$ cat config.mk
export PLATFORM = sky130hd
export DESIGN_NAME = wdt_refresh_gate
export DESIGN_NICKNAME = d
export VERILOG_FILES = /design/src/rtl/wrg_pkg.sv /design/src/rtl/wrg_expect.sv /design/src/rtl/wrg_window.sv /design/src/rtl/wrg_events.sv /design/src/rtl/wdt_refresh_gate.sv
export SDC_FILE = /design/constraint.sdc
export NUM_CORES = 1
export LEC_CHECK = 0
export BUFFER_PORTS_ARGS = -buffer_cell sky130_fd_sc_hd__buf_2
export CORE_AREA = 2 2 100 83
export CTS_BUF_LIST = sky130_fd_sc_hd__clkbuf_2
export CTS_CLUSTER_SIZE = 28
export DETAILED_ROUTE_END_ITERATION = 16
export DIE_AREA = 0 0 102 85
export PLACE_DENSITY_LB_ADDON = 0.2
export SLEW_MARGIN = 20
export SYNTH_ARGS = -nofsm -noshare
export SYNTH_HDL_FRONTEND = slang
export SYNTH_SLANG_ARGS = --single-unit
$ cat constraint.sdc
create_clock -name clk -period 3.9 [get_ports clk]
set_input_delay 0.39 -clock clk [delete_from_list [all_inputs] [get_ports clk]]
set_output_delay 0.39 -clock clk [all_outputs]
set_load 0.02 [all_outputs]
$ cat src/rtl/wrg_pkg.sv
package wrg_pkg;
   typedef enum logic [1:0] {
      SEL_UNLOCK  = 2'd0,
      SEL_REFRESH = 2'd1,
      SEL_STATUS  = 2'd2,
      SEL_NONE    = 2'd3
   } wsel_e;

   typedef enum logic [1:0] {
      METH_DIRECT  = 2'd0,
      METH_ROTATE  = 2'd1,
      METH_FIXED   = 2'd2,
      METH_ROLLING = 2'd3
   } umeth_e;

   // status bit positions, written back by software to clear
   localparam int EVT_VIOL  = 0;
   localparam int EVT_UFAIL = 1;
   localparam int NUM_EVT   = 2;
endpackage

$ cat src/rtl/wrg_expect.sv
module wrg_expect #(
   parameter int              PWD_W      = 16,
   parameter logic [PWD_W-1:0] FIXED_KEY = 16'h55AA,
   parameter bit              ROLLING_EN = 1'b1
) (
   input  logic [1:0]       method,
   input  logic [PWD_W-1:0] password,
   input  logic [PWD_W-1:0] last_word,
   input  logic             have_last,
   output logic [PWD_W-1:0] expected
);
   import wrg_pkg::*;

   logic [PWD_W-1:0] rot_w;
   logic [PWD_W-1:0] roll_w;

   assign rot_w = {password[PWD_W-2:0], password[PWD_W-1]};

   generate
      if (ROLLING_EN) begin : g_roll
         logic [PWD_W-1:0] base_w;
         // history seeds from the password until a word is accepted
         assign base_w = have_last ? last_word : password;
         assign roll_w = {base_w[PWD_W-2:0], base_w[PWD_W-1] ^ password[0]};
      end else begin : g_noroll
         logic unused_w;
         assign unused_w = ^{last_word, have_last};
         assign roll_w   = password;
      end
   endgenerate

   always_comb begin
      case (umeth_e'(method))
         METH_DIRECT: expected = password;
         METH_ROTATE: expected = rot_w;
         METH_FIXED:  expected = FIXED_KEY;
         default:     expected = roll_w;
      endcase
   end
endmodule

$ cat src/rtl/wrg_window.sv
module wrg_window #(
   parameter int PERIOD_W = 16
) (
   input  logic                clk,
   input  logic                rst_n,
   input  logic                open_req,
   input  logic                close_req,
   input  logic                period_en,
   input  logic [PERIOD_W-1:0] period,
   output logic                open
);
   logic                open_q;
   logic [PERIOD_W-1:0] rem_q;

   always_ff @(posedge clk) begin
      if (!rst_n) begin
         open_q <= 1'b0;
         rem_q  <= '0;
      end else if (open_req) begin
         open_q <= 1'b1;
         rem_q  <= (period == '0) ? '0 : period - 1'b1;
      end else if (close_req) begin
         open_q <= 1'b0;
         rem_q  <= '0;
      end else if (open_q && period_en) begin
         if (rem_q == '0) begin
            open_q <= 1'b0;
         end else begin
            rem_q <= rem_q - 1'b1;
         end
      end
   end

   assign open = open_q;
endmodule

$ cat src/rtl/wrg_events.sv
module wrg_events #(
   parameter int NUM = 2
) (
   input  logic           clk,
   input  logic           rst_n,
   input  logic [NUM-1:0] set,
   input  logic [NUM-1:0] clr,
   output logic [NUM-1:0] flags
);
   generate
      for (genvar i = 0; i < NUM; i++) begin : g_flag
         logic f_q;
         always_ff @(posedge clk) begin
            if (!rst_n) begin
               f_q <= 1'b0;
            end else if (set[i]) begin
               f_q <= 1'b1;
            end else if (clr[i]) begin
               f_q <= 1'b0;
            end
         end
         assign flags[i] = f_q;
      end
   endgenerate
endmodule

$ cat src/rtl/wdt_refresh_gate.sv
module wdt_refresh_gate #(
   parameter int               DATA_W       = 32,
   parameter int               PWD_W        = 16,
   parameter int               KEY_W        = 32,
   parameter int               PERIOD_W     = 16,
   parameter logic [KEY_W-1:0] REFRESH_KEY  = 32'h5A45524F,
   parameter logic [PWD_W-1:0] FIXED_UNLOCK = 16'h55AA,
   parameter bit               ROLLING_EN   = 1'b1
) (
   input  logic                clk,
   input  logic                rst_n,
   input  logic                wr_en,
   input  logic [1:0]          wr_sel,
   input  logic [DATA_W-1:0]   wr_data,
   input  logic                cfg_lock_en,
   input  logic [1:0]          cfg_method,
   input  logic [PWD_W-1:0]    cfg_password,
   input  logic                cfg_period_en,
   input  logic [PERIOD_W-1:0] cfg_period,
   output logic                refresh_pulse,
   output logic                unlocked,
   output logic                evt_unlock_fail,
   output logic                evt_refresh_viol
);
   import wrg_pkg::*;

   generate
      if (PWD_W < 2) begin : g_bad_pwd
         $error("PWD_W must be at least 2");
      end
      if (KEY_W > DATA_W || PWD_W > DATA_W) begin : g_bad_key
         $error("keys must fit in the write data");
      end
      if (DATA_W < NUM_EVT) begin : g_bad_data
         $error("write data too narrow for status bits");
      end
   endgenerate

   logic               unlock_wr, refresh_wr, status_wr;
   logic               word_ok, key_ok, accept, grant;
   logic [PWD_W-1:0]   exp_word;
   logic [PWD_W-1:0]   last_q;
   logic               have_q;
   logic               pulse_q;
   logic               win_open;
   logic [NUM_EVT-1:0] evt_set, evt_clr, evt_q;

   assign unlock_wr  = wr_en && (wsel_e'(wr_sel) == SEL_UNLOCK);
   assign refresh_wr = wr_en && (wsel_e'(wr_sel) == SEL_REFRESH);
   assign status_wr  = wr_en && (wsel_e'(wr_sel) == SEL_STATUS);

   wrg_expect #(
      .PWD_W     (PWD_W),
      .FIXED_KEY (FIXED_UNLOCK),
      .ROLLING_EN(ROLLING_EN)
   ) u_expect (
      .method   (cfg_method),
      .password (cfg_password),
      .last_word(last_q),
      .have_last(have_q),
      .expected (exp_word)
   );

   assign word_ok = (wr_data[PWD_W-1:0] == exp_word);
   assign key_ok  = (wr_data[KEY_W-1:0] == REFRESH_KEY);
   assign accept  = unlock_wr && cfg_lock_en && word_ok;
   assign grant   = refresh_wr && key_ok && (!cfg_lock_en || win_open);

   always_ff @(posedge clk) begin
      if (!rst_n) begin
         last_q  <= '0;
         have_q  <= 1'b0;
         pulse_q <= 1'b0;
      end else begin
         pulse_q <= grant;
         if (accept) begin
            last_q <= wr_data[PWD_W-1:0];
            have_q <= 1'b1;
         end
      end
   end

   wrg_window #(.PERIOD_W(PERIOD_W)) u_window (
      .clk      (clk),
      .rst_n    (rst_n),
      .open_req (accept),
      .close_req(refresh_wr),
      .period_en(cfg_period_en),
      .period   (cfg_period),
      .open     (win_open)
   );

   always_comb begin
      evt_set            = '0;
      evt_set[EVT_VIOL]  = refresh_wr && !grant;
      evt_set[EVT_UFAIL] = unlock_wr && cfg_lock_en && !word_ok;
      evt_clr            = status_wr ? wr_data[NUM_EVT-1:0] : '0;
   end

   wrg_events #(.NUM(NUM_EVT)) u_events (
      .clk  (clk),
      .rst_n(rst_n),
      .set  (evt_set),
      .clr  (evt_clr),
      .flags(evt_q)
   );

   assign refresh_pulse    = pulse_q;
   assign unlocked         = win_open;
   assign evt_refresh_viol = evt_q[EVT_VIOL];
   assign evt_unlock_fail  = evt_q[EVT_UFAIL];
endmodule

**After elaboration in Yosys (flattened, before gate mapping)**

Cells that the tools add are included.

- Bits in registers: 37
- Output and inout port bits: 4
- Bits of input ports: 73

- Reduce and logical (&&, ||, !) cells: 24
- Equality and inequality tests: 7
- Bitwise logic cells: 1
- Add/sub/neg operators: 2
- Mux-type cells: 16

Operators by type and width:

| operator | count |
|---|---|
| $mux 16 | 6 |
| $pmux 16 s3 | 1 |
| $eq 32x31->1 const B | 1 |
| $logic_not 16->1 | 2 |
| $sub 16x1->16 const B | 2 |
| $eq 16x16->1 | 1 |
| $logic_and 1x1->1 | 10 |
| $mux 1 | 8 |
| $reduce_bool 3->1 | 2 |
| $eq 2x1->1 const B | 2 |
| $eq 2x2->1 const B | 2 |
| $logic_not 2->1 | 2 |
| $reduce_and 2->1 | 2 |
| $reduce_bool 2->1 | 2 |
| $logic_not 1->1 | 3 |
| $ne 3x3->1 const B | 1 |
| $mux 2 | 1 |
| $logic_or 1x1->1 | 1 |
| $xor 1x1->1 | 1 |

**Depth between registers and ports, before layout**

Gate-level depths: netlist of run 1.

- Word-level depth: 7
- Mapped depth: 12
- Gate-level depth less buffers: 10

**Modules after synthesis**

Synthesis of run 1 repeated with hierarchy kept, for this count alone.

- Cells, all modules: 366
- Area, all modules: 2962.8 sq um

By module, submodules not included:

| module | area each (sq um) | instances | cells an instance |
|---|---|---|---|
| wrg_window | 1335.0 | 1 | 171 |
| wdt_refresh_gate | 1026.0 | 1 | 116 |
| wrg_expect | 504.2 | 1 | 71 |
| wrg_events | 97.6 | 1 | 8 |

**Least setup slack after synthesis of run 1**

Ideal clock, no wire load.

- Path type: input to register
- From: in cfg_method[1]
- To: reg u_window.rem_q[11]
- Data arrival time: 2916 ps
- Slack: 852 ps
- Stages on the path: 12
- Buffers on the path: 4
- Path through: or2_1 -> buf_4 -> nor2_1 -> nor3_1 -> or4b_1 -> or4_1 -> buf_2 -> or3_1 -> buf_6 -> buf_6 -> a32oi_1 -> nor3_1

- Word-level cells in the longest chain between the ends: 6
- Elaborated cells between the ends (all ways): 10

RTL lines:

| item | RTL line | text |
|---|---|---|
| start: declaration | wdt_refresh_gate.sv:16 | `input logic [1:0] cfg_method,` |
| $eq 2x2->1 (tied with other cells) | wrg_expect.sv:33 | `case (umeth_e'(method))` |
| $pmux 16 s3 (*) | wrg_expect.sv:33 |  |
| $eq 16x16->1 (*) | wdt_refresh_gate.sv:64 | `assign word_ok = (wr_data[PWD_W-1:0] == exp_word);` |
| $logic_and 1x1->1 (*) | wdt_refresh_gate.sv:66 | `assign accept = unlock_wr && cfg_lock_en && word_ok;` |
| $ne 3x3->1 (no source line) / $reduce_bool 3->1 (equally long branches) | -- |  |
| $reduce_and 2->1 (no source line) | -- |  |
| end signal: assignment | wrg_window.sv:21 | `rem_q <= (period == '0) ? '0 : period - 1'b1;` |
| end signal: assignment | wrg_window.sv:29 | `rem_q <= rem_q - 1'b1;` |
| end: declaration | wrg_window.sv:13 | `logic [PERIOD_W-1:0] rem_q;` |

Every way passes the cells marked *; elsewhere a longest branch is shown, timed or not.
A chain may end at the register's enable or synchronous reset.

**Worst setup path in the final report of run 1**

- From: reg have_q
- To: reg u_window.rem_q[5]

- Word-level cells in the longest chain between the ends: 7
- Elaborated cells between the ends (all ways): 9

RTL lines:

| item | RTL line | text |
|---|---|---|
| start: declaration | wdt_refresh_gate.sv:43 | `logic have_q;` |
| start signal: assignment | wdt_refresh_gate.sv:72 | `have_q <= 1'b0;` |
| start signal: assignment | wdt_refresh_gate.sv:78 | `have_q <= 1'b1;` |
| $mux 16 (*) | wrg_expect.sv:23 | `assign base_w = have_last ? last_word : password;` |
| $xor 1x1->1 | wrg_expect.sv:24 | `assign roll_w = {base_w[PWD_W-2:0], base_w[PWD_W-1] ^ password[0]};` |
| $pmux 16 s3 (*) | wrg_expect.sv:33 |  |
| $eq 16x16->1 (*) | wdt_refresh_gate.sv:64 |  |
| $logic_and 1x1->1 (*) | wdt_refresh_gate.sv:66 |  |
| $ne 3x3->1 (no source line) / $reduce_bool 3->1 (equally long branches) | -- |  |
| $reduce_and 2->1 (no source line) | -- |  |

Marks and branches as above.

==> results by stage, run 1 <==
Synth:
- The area fraction in compound gates after synthesis is 24.65%.
- The netlist uses 61 different library cells.
- The number of enable-type register cells in the synthesized netlist is 0.
- Summing the areas of all and, or, nand and nor instances in the mapped netlist gives 36.61% of the synthesized area.
- The dominant register cell in the synthesized netlist is dfxtp_1.
- The synthesized area is 2898 um^2.
- The synthesized netlist devotes 6.045% of its cell area to XOR and XNOR gates.
- For this run, asynchronously set or reset flops after synthesis account for 0%.
- The arithmetic-cell share of the synthesized area counting full adders, half adders and majority gates is 0.8636%.
- The number of synthesis warnings is 0.
- The number of cells produced by synthesis is 388.
- By area, the combinational part of the netlist is dominated by simple AND/OR/NAND/NOR gates.
- The synthesized design contains 37 register bits.
- The register area share after synthesis is 25.56%.
- Synthesis produced a netlist with a net count of 463.
- A synthesized cell averages 7.469 um^2.
- The multiplexer share of the synthesized area is 0.3454%.

Power:
- The switching power summed over all nets is 0.2690 mW.
- The relative contribution of sequential cells to total power is 49.7%.
- The internal portion of the total power is 0.5196 mW.
- The proportion of power drawn by the clock network is 22.2%.
- The proportion of total power due to net switching is 34.11%.
- The leakage power of the design is 1.326 nW.
- Dividing total power by cell area gives a power density of 232.3 nW/um^2.
- The worst ir drop on vdd is 97.97 uV.
- Per report_power, the combinational group accounts for 28.1% of the total.

Clock network:
- The number of sinks driven by the clock tree is 37.
- The number of H-tree levels is 2.
- The buffer count from post-CTS setup fixing is 0.
- The TritonCTS clock tree is done.
- The clock latency reported for the late side of the worst-skew pair is 0.39 ns.
- After clock tree synthesis, the flow added hold-fix buffers numbering 0.
- Gates resized during post-CTS repair numbered 0.
- In this run the clock root is driven by a clkbuf_2.
- Clock-pin slew was measured on the worst setup and hold paths at 0.22 ns.
- TritonCTS created 5 clock buffers.
- The clock passes through at most 2 buffers.

Routing:
- The via density per instance is 5.745.
- After detailed routing, the average wire length per cell comes to 16.86 um.
- After detailed routing, the number of remaining DRC violations is 0.
- The number of optimization iterations in the first detailed-route pass is 5.
- Detailed routing inserted a total of 3263 vias.
- For this block, the initial DRC count from the detailed router was 203.
- The detail route stage leaves a number of antenna-violating nets equal to 0.
- The final layout contains routed wiring with a total length of 9575 um.

Timing:
- Setup repair after global routing left no endpoint under its margin.
- Derived from the worst setup path, the maximum achievable clock frequency is 0.2907 GHz.
- The max-slew headroom at the worst pin is 56.00%.
- Across all hold checks on the routed design, the worst slack comes to 0.2535 ns.
- The shortest clock period the worst path allows after layout is 3.440 ns.
- The total negative setup slack is 0 ns.
- The final number of max-transition violations was 0.
- For the pin with the worst max-slew slack, the measured transition is 0.6600 ns.
- The largest clock skew in the final design is 0.03280 ns.
- The final-report setup violation count is 0.
- Of the available clock period, the critical path in the final layout requires 88.21%.
- The hold violation total from the final report is 0.

Status:
- The run finished with clean final reports.

Critical path:
- The signal arrival time at the worst endpoint is 3.80 ns.
- The slowest stage cell on the critical path is or4_1.
- The critical path goes through nand2_2 -> a211oi_1 -> nor3_1 -> or4b_1 -> or4_1 -> or3_1 -> buf_4 -> nand2_1 -> o221a_2.
- The cell depth of the worst flop-to-flop path is 9.
- For the worst setup path, the data required time is 4.26 ns.
- The sort of element at the start of the critical path is a flip-flop.
- The class of the most critical setup path is flip-flop to flip-flop.
- Setup slack on the worst reg-to-reg path comes out at 0.46 ns.
- The type of destination of the critical path is a flip-flop.
- The maximum fanout along the worst path is 24.
- On the worst path, the slowest cell contributes a delay of 0.67 ns.

Floorplan:
- The die extent in x is 102 um.
- Measured along the y axis, the die boundary spans 85 um.
- The die area is 8670 um^2.
- The core region is 7692 um^2.
- The initial utilization of the core area, before any placement, comes to 37.67%.
- The count of pins on the block boundary is 77.
- The floorplan row count is 29.

Global routing:
- The global router's overall resource usage is 22.26%.
- The remaining global-route overflow is 0.
- The via count of the first global-routing pass came to 2901.
- The number of antenna violations at the first check in global routing is 0.
- The maximum number of pins on one net before global-route repair is 29.
- The first global-routing pass estimated 15170 um of wire.

Min path:
- In this run the worst hold path is classified as input pin to flip-flop.
- The cell count of the worst hold path is 3.

Finish:
- The library cell used most frequently in the layout, excluding fill and tap cells, is buf_2.
- The repair_antennas step left the layout with diodes totalling 0.
- The growth of design area from synthesis to finish is 17.18%.
- Cells with a size suffix above 1 make up 22.61% of the layout.
- The net count of the finished layout is 534.
- The top cell types in the final layout, fill and taps aside, are buf_2 (76), nand2_1 (51), dfxtp_1 (37).

Place:
- The count of input and output buffers is 76.
- The final weighted congestion in routability-driven placement is 0.8745.
- The HPWL after detailed placement is 7389 um.

Job:
- The tool flagged a number of max-cap violations equal to 0.
cell usage after synthesis, types with 3 or more instances:
library cell	instances	area share, %
nand3_1	26	4.5
and4_1	3	0.91
nor4bb_1	3	1.0
nand2_1	51	6.6
or3_1	6	1.3
and3b_1	3	0.91
nor4_1	14	3.0
xnor2_1	10	3.0
a311oi_1	5	1.5
buf_4	3	0.78
a211oi_1	11	2.8
o211ai_1	3	0.78
dfxtp_1	37	26
nand3b_1	5	1.3
or4_1	5	1.3
a22oi_1	4	1.0
nor3_1	22	3.8
a31oi_1	3	0.65
inv_1	10	1.3
buf_2	5	0.86
buf_6	4	1.6
nor3b_1	4	1.0
nand4_1	4	0.86
a21boi_0	6	1.6
xor2_1	10	3.0
o21a_1	3	0.78
nor2_1	22	2.8
and3_1	9	1.9
o31ai_1	3	0.78
o32ai_1	3	0.91
clkbuf_1	9	1.2
o21ai_0	6	1.0
a21oi_1	31	5.4
o2111ai_1	3	0.91
a32oi_1	7	2.1
worst max-delay path, delay by kind of cell (launching register included):
kind / cells / cell delay (ns)
DFF: 1 / 0.60
buffers and inverters: 1 / 0.23
AOI/OAI and AO/OA: 2 / 0.56
and+or+nand+nor: 6 / 2.02
routing by layer:
layer	GRT usage [%]	wire (um)	up-vias
li1	-	-	1628
met1	34.04	4794	1526
met2	32.54	4168	101
met3	3.789	542	8
met4	4.727	70	0
met5	0	0	-
final timing paths:
path | endpoint | from
min reg2reg | last_q[4] | last_q[4]
max reg2reg | u_window.rem_q[5] | have_q
min | last_q[10] | wr_data[10]
max | u_window.rem_q[5] | have_q
logic make-up (layout without fill, tap and decap cells):
kind of cell             count (synthesis)  in the layout
buffers and inverters                   33            105
flip-flops                              37             37
AO/OA/AOI/OAI                          101            101
AND/OR/NAND/NOR                        194            194
multiplexers                             1              1
XOR/XNOR                                20             20
adder cells (fa/ha/maj)                  2              2
power groups by stage:
stage	Clock (mW)	Combinational (mW)	Sequential, mW
floorplan	0	0.131	0.399
global placement	0	0.216	0.399
detailed placement	0	0.219	0.400
CTS	0.179	0.220	0.392
global route	0.198	0.246	0.394
finish	0.175	0.222	0.392
registers in the layout, indices dropped and copies added, names as in the netlist:
name and flops:
last_q 16, u_window.rem_q 16, u_events.g_flag.f_q 2, have_q 1
refresh_pulse 1, u_window.open 1
final cells by class:
cell class | instances | area [um^2]
Clock inverter | 3 | 12.51
Fill cell | 846 | 4297
Inverter | 11 | 41.29
Tap cell | 108 | 135.1
Timing Repair Buffer | 86 | 455.4
Sequential cell | 37 | 740.7
Clock buffer | 5 | 25.02
Multi-Input combinational cell | 318 | 1986
through the flow:
stage / std cells / instance area [um^2] / util [%] / power [mW] / setup WS (ns)
3_3_place_gp: 560 / 3358 / 43.66 / 0.6152 / 0.3852
5_1_grt: 568 / 3396 / 44.14 / 0.8371 / 0.2272
4_1_cts: 568 / 3396 / 44.14 / 0.7906 / 0.4870
2_1_floorplan: 388 / 2898 / - / 0.5298 / 0.8525
6_report: 568 / 3396 / 44.14 / 0.7887 / 0.4597
3_5_place_dp: 560 / 3358 / 43.66 / 0.6180 / 0.3316
Power figures use the tool's default switching activity.
==> run 2, diff against run 1 <==
CELL_PAD_IN_SITES_DETAIL_PLACEMENT = 0   (was unset)
CELL_PAD_IN_SITES_GLOBAL_PLACEMENT = 2   (was unset)
CORE_AREA = 2 2 115 95   (was 2 2 100 83)
CTS_BUF_LIST = unset   (was sky130_fd_sc_hd__clkbuf_2)
DIE_AREA = 0 0 117 97   (was 0 0 102 85)
HOLD_SLACK_MARGIN = 0.1   (was unset)
==> run 2 against run 1 <==
Clock skew down 0.027 ns. Die area up 31%. Sequential share of layout area down 1.0 points. Largest power group is now the clock network.
==> results by stage, run 2 (synthesis results as in run 1) <==
Critical path:
- By instance count, the cell type seen most on the critical path is nor3_1.
- The timing endpoint of the critical path is u_window.rem_q[6] (was u_window.rem_q[5]).
- The sort of element at the start of the critical path is a flip-flop (unchanged).
- The register-to-register setup slack was 0.54 ns (was 0.46 ns).
- Critical-path cell list: nand2_2 -> a211oi_1 -> nor3_1 -> or4b_1 -> or4_1 -> or3_1 -> buf_4 -> a32oi_1 -> nor3_1 (was nand2_2 -> a211oi_1 -> nor3_1 -> or4b_1 -> or4_1 -> or3_1 -> buf_4 -> nand2_1 -> o221a_2).
- The beginning of the worst register-to-register path was have_q (unchanged).
- The cell depth of the worst flop-to-flop path is 9 (unchanged).
- The slowest stage cell on the critical path is or4_1 (unchanged).
- The class of the most critical setup path is flip-flop to flip-flop (unchanged).
- The maximum fanout along the worst path came to 18 (was 24).
- The capturing point of the worst reg2reg path is u_window.rem_q[6] (was u_window.rem_q[5]).
- The launch point of the worst path is have_q (unchanged).
- The worst stage delay on the critical path is 0.71 ns (was 0.67 ns).
- The signal arrival time at the worst endpoint is 3.50 ns (was 3.80 ns).
- The type of destination of the critical path is a flip-flop (unchanged).
- The required time at the worst-slack endpoint is 4.04 ns (was 4.26 ns).

Timing:
- The final-report setup violation count is 0 (unchanged).
- The hold violation total from the final report is 0 (unchanged).
- Setup repair after global routing missed its margin: no (unchanged).
- The largest clock skew in the final design is 0.006005 ns (was 0.03280 ns).
- The max-slew headroom at the worst pin is 43.66% (was 56.00%).
- The shortest clock period the worst path allows after layout came to 3.358 ns (was 3.440 ns).
- The total negative setup slack is 0 ns (unchanged).
- The slew of the pin with the lowest slew margin is 0.8450 ns (was 0.6600 ns).
- The part of the cycle the worst path needs is 86.10% (was 88.21%).
- The final number of max-transition violations came to 0 (unchanged).
- The least setup slack across all paths after layout is 0.5421 ns (was 0.4597 ns).
- The upper clock frequency limit came to 0.2978 GHz (was 0.2907 GHz).

Global routing:
- The remaining global-route overflow is 0 (unchanged).
- The maximum number of pins on one net before global-route repair is 29 (unchanged).
- The via count of the first global-routing pass is 3056 (was 2901).
- The wire length of the first global-routing pass was 16580 um (was 15170 um).
- The number of antenna violations at the first check in global routing was 0 (unchanged).
- The global router's overall resource usage came to 18.59% (was 22.26%).

Clock network:
- The number of sinks driven by the clock tree came to 37 (unchanged).
- The number of buffers on the longest clock path is 2 (unchanged).
- The TritonCTS clock tree is done (unchanged).
- The clock transition at the register clock pins on the worst setup and hold paths after CTS is 0.06 ns (was 0.22 ns).
- The number of H-tree levels is 2 (unchanged).
- The hold-fix buffer count after cts was 0 (unchanged).
- The total of cells resized after clock tree synthesis was 0 (unchanged).
- The number of buffers created by CTS was 5 (unchanged).
- The root buffer cell is clkbuf_16 (was clkbuf_2).
- The clock latency reported for the late side of the worst-skew pair is 0.28 ns (was 0.39 ns).
- The buffer count from post-CTS setup fixing came to 0 (unchanged).

Power:
- The proportion of total power due to net switching was 28.54% (was 34.11%).
- The leakage power of the design was 1.383 nW (was 1.326 nW).
- The relative contribution of sequential cells to total power is 36.9% (was 49.7%).
- The switching power summed over all nets was 0.3024 mW (was 0.2690 mW).
- The worst ir drop on vdd is 156.3 uV (was 97.97 uV).
- The proportion of power drawn by the clock network is 41.6% (was 22.2%).
- The ratio of total power to cell area is 297.0 nW/um^2 (was 232.3 nW/um^2).
- The internal power summed over all cells is 0.7572 mW (was 0.5196 mW).
- The share of power burned in combinational logic is 21.4% (was 28.1%).

Routing:
- The total vias in the final route is 3234 (was 3263).
- The routed wirelength normalized by instance count is 16.83 um (was 16.86 um).
- The number of nets with antenna violations after routing is 0 (unchanged).
- The post-detailed-route DRC marker count was 0 (unchanged).
- The total detailed-routing wirelength is 10120 um (was 9575 um).
- The via density per instance is 5.381 (was 5.745).
- The number of optimization iterations in the first detailed-route pass is 4 (was 5).
- The detailed router's first-iteration violation count was 218 (was 203).

Floorplan:
- The starting utilization of the core area came to 28.65% (was 37.67%).
- The placeable core region was 10120 um^2 (was 7692 um^2).
- The floorplan row count came to 33 (was 29).
- The height of the die was 97 um (was 85 um).
- The die area is 11350 um^2 (was 8670 um^2).
- The die extent in x is 117 um (was 102 um).
- The count of pins on the block boundary is 77 (unchanged).

Finish:
- The fraction of final layout cells sized beyond drive strength 1 was 23.21% (was 22.61%).
- The number of fill cells is 1094 (was 846).
- The leading cell type in the layout, fill and taps excluded is buf_2 (unchanged).
- The combined area of the multi-input logic cells is 1986 um^2 (unchanged).
- The area of all sequential standard cells came to 740.7 um^2 (unchanged).
- Leading cell types in the layout, fill and taps excluded: buf_2 (76), nand2_1 (51), dfxtp_1 (37) (unchanged).
- The antenna cell count is 0 (unchanged).
- The growth of design area from synthesis to finish was 23.10% (was 17.18%).
- The net count of the finished layout is 535 (was 534).
- Largest registers in the final layout: last_q (16), u_window.rem_q (16), u_events.g_flag.f_q (2) (unchanged).

Place:
- The count of input and output buffers was 76 (unchanged).
- The worst setup slack after placement was 0.3938 ns (was 0.3316 ns).
- The final weighted congestion in routability-driven placement was 0.8884 (was 0.8745).
- The final HPWL from detailed placement is 7786 um (was 7389 um).

Status:
- Status: finished clean (unchanged).

Min path:
- The worst min-delay path category is input pin to flip-flop (unchanged).

Job:
- The reported max-cap violation count is 0 (unchanged).
run 2: changes by cell type in the layout (fill, tap and decap cells not counted):
| cell | change |
|---|---|
| buf_4 | +1 |
| clkbuf_16 | +5 |
| clkbuf_2 | -5 |
| clkbuf_8 | +2 |
| clkinv_1 | -2 |
| clkinv_2 | -1 |
| inv_6 | +1 |
run 2: how the worst min path moves through the flow:
stage,start,endpoint,slack [ns],depth (start not counted)
6_report,wr_data[2],last_q[2],0.39,3
5_1_grt,wr_data[3],last_q[3],0.39,3
4_1_cts,wr_data[3],last_q[3],0.38,3
3_5_place_dp,last_q[0],last_q[0],0.45,2
3_3_place_gp,last_q[6],last_q[6],0.44,2
2_1_floorplan,last_q[4],last_q[4],0.43,2
run 2: stage by stage:
step	util [%]	hold WS, ns	instance area (um^2)	instances	power [mW]
final	35.26	0.3860	3567	601	1.060
after global routing	35.26	0.3871	3567	601	1.118
after CTS	35.26	0.3809	3567	601	1.071
after detailed placement	33.67	0.4510	3406	593	0.6247
after global placement	33.67	0.4424	3406	593	0.6252
after floorplan	-	0.4274	2898	388	0.5298
run 2: per-layer routing:
| layer | up-vias | track usage, % | share of wire (%) |
|---|---|---|---|
| li1 | 1631 | - | - |
| met1 | 1521 | 30.35 | 52 |
| met2 | 77 | 25.26 | 41 |
| met3 | 5 | 3.446 | 6.4 |
| met4 | 0 | 2.624 | 0.54 |
| met5 | - | 0 | 0 |
run 2: power by group through the flow:
stage          clock (mW)  sequential, mW  combinational, mW
2_1_floorplan           0           0.399              0.131
3_3_place_gp            0           0.400              0.225
3_5_place_dp            0           0.400              0.225
4_1_cts             0.453           0.391              0.226
5_1_grt             0.474           0.392              0.252
6_report            0.441           0.391              0.227
run 2: area by class of cell:
| class | instances | share of cell area, % |
|---|---|---|
| multi-input combinational | 318 | 55.66 |
| sequential | 37 | 20.76 |
| timing repair buffer | 87 | 12.98 |
| tap | 140 | 4.911 |
| clock buffer | 7 | 4.279 |
| inverter | 11 | 1.157 |
| clock inverter | 1 | 0.2455 |
run 2: critical path: cells and delay by family (launching register included):
kind	cells	cell delay (ns)
AND/OR/NAND/NOR	6	1.98
AO/OA/AOI/OAI	2	0.53
buffers and inverters	1	0.23
flip-flops	1	0.48
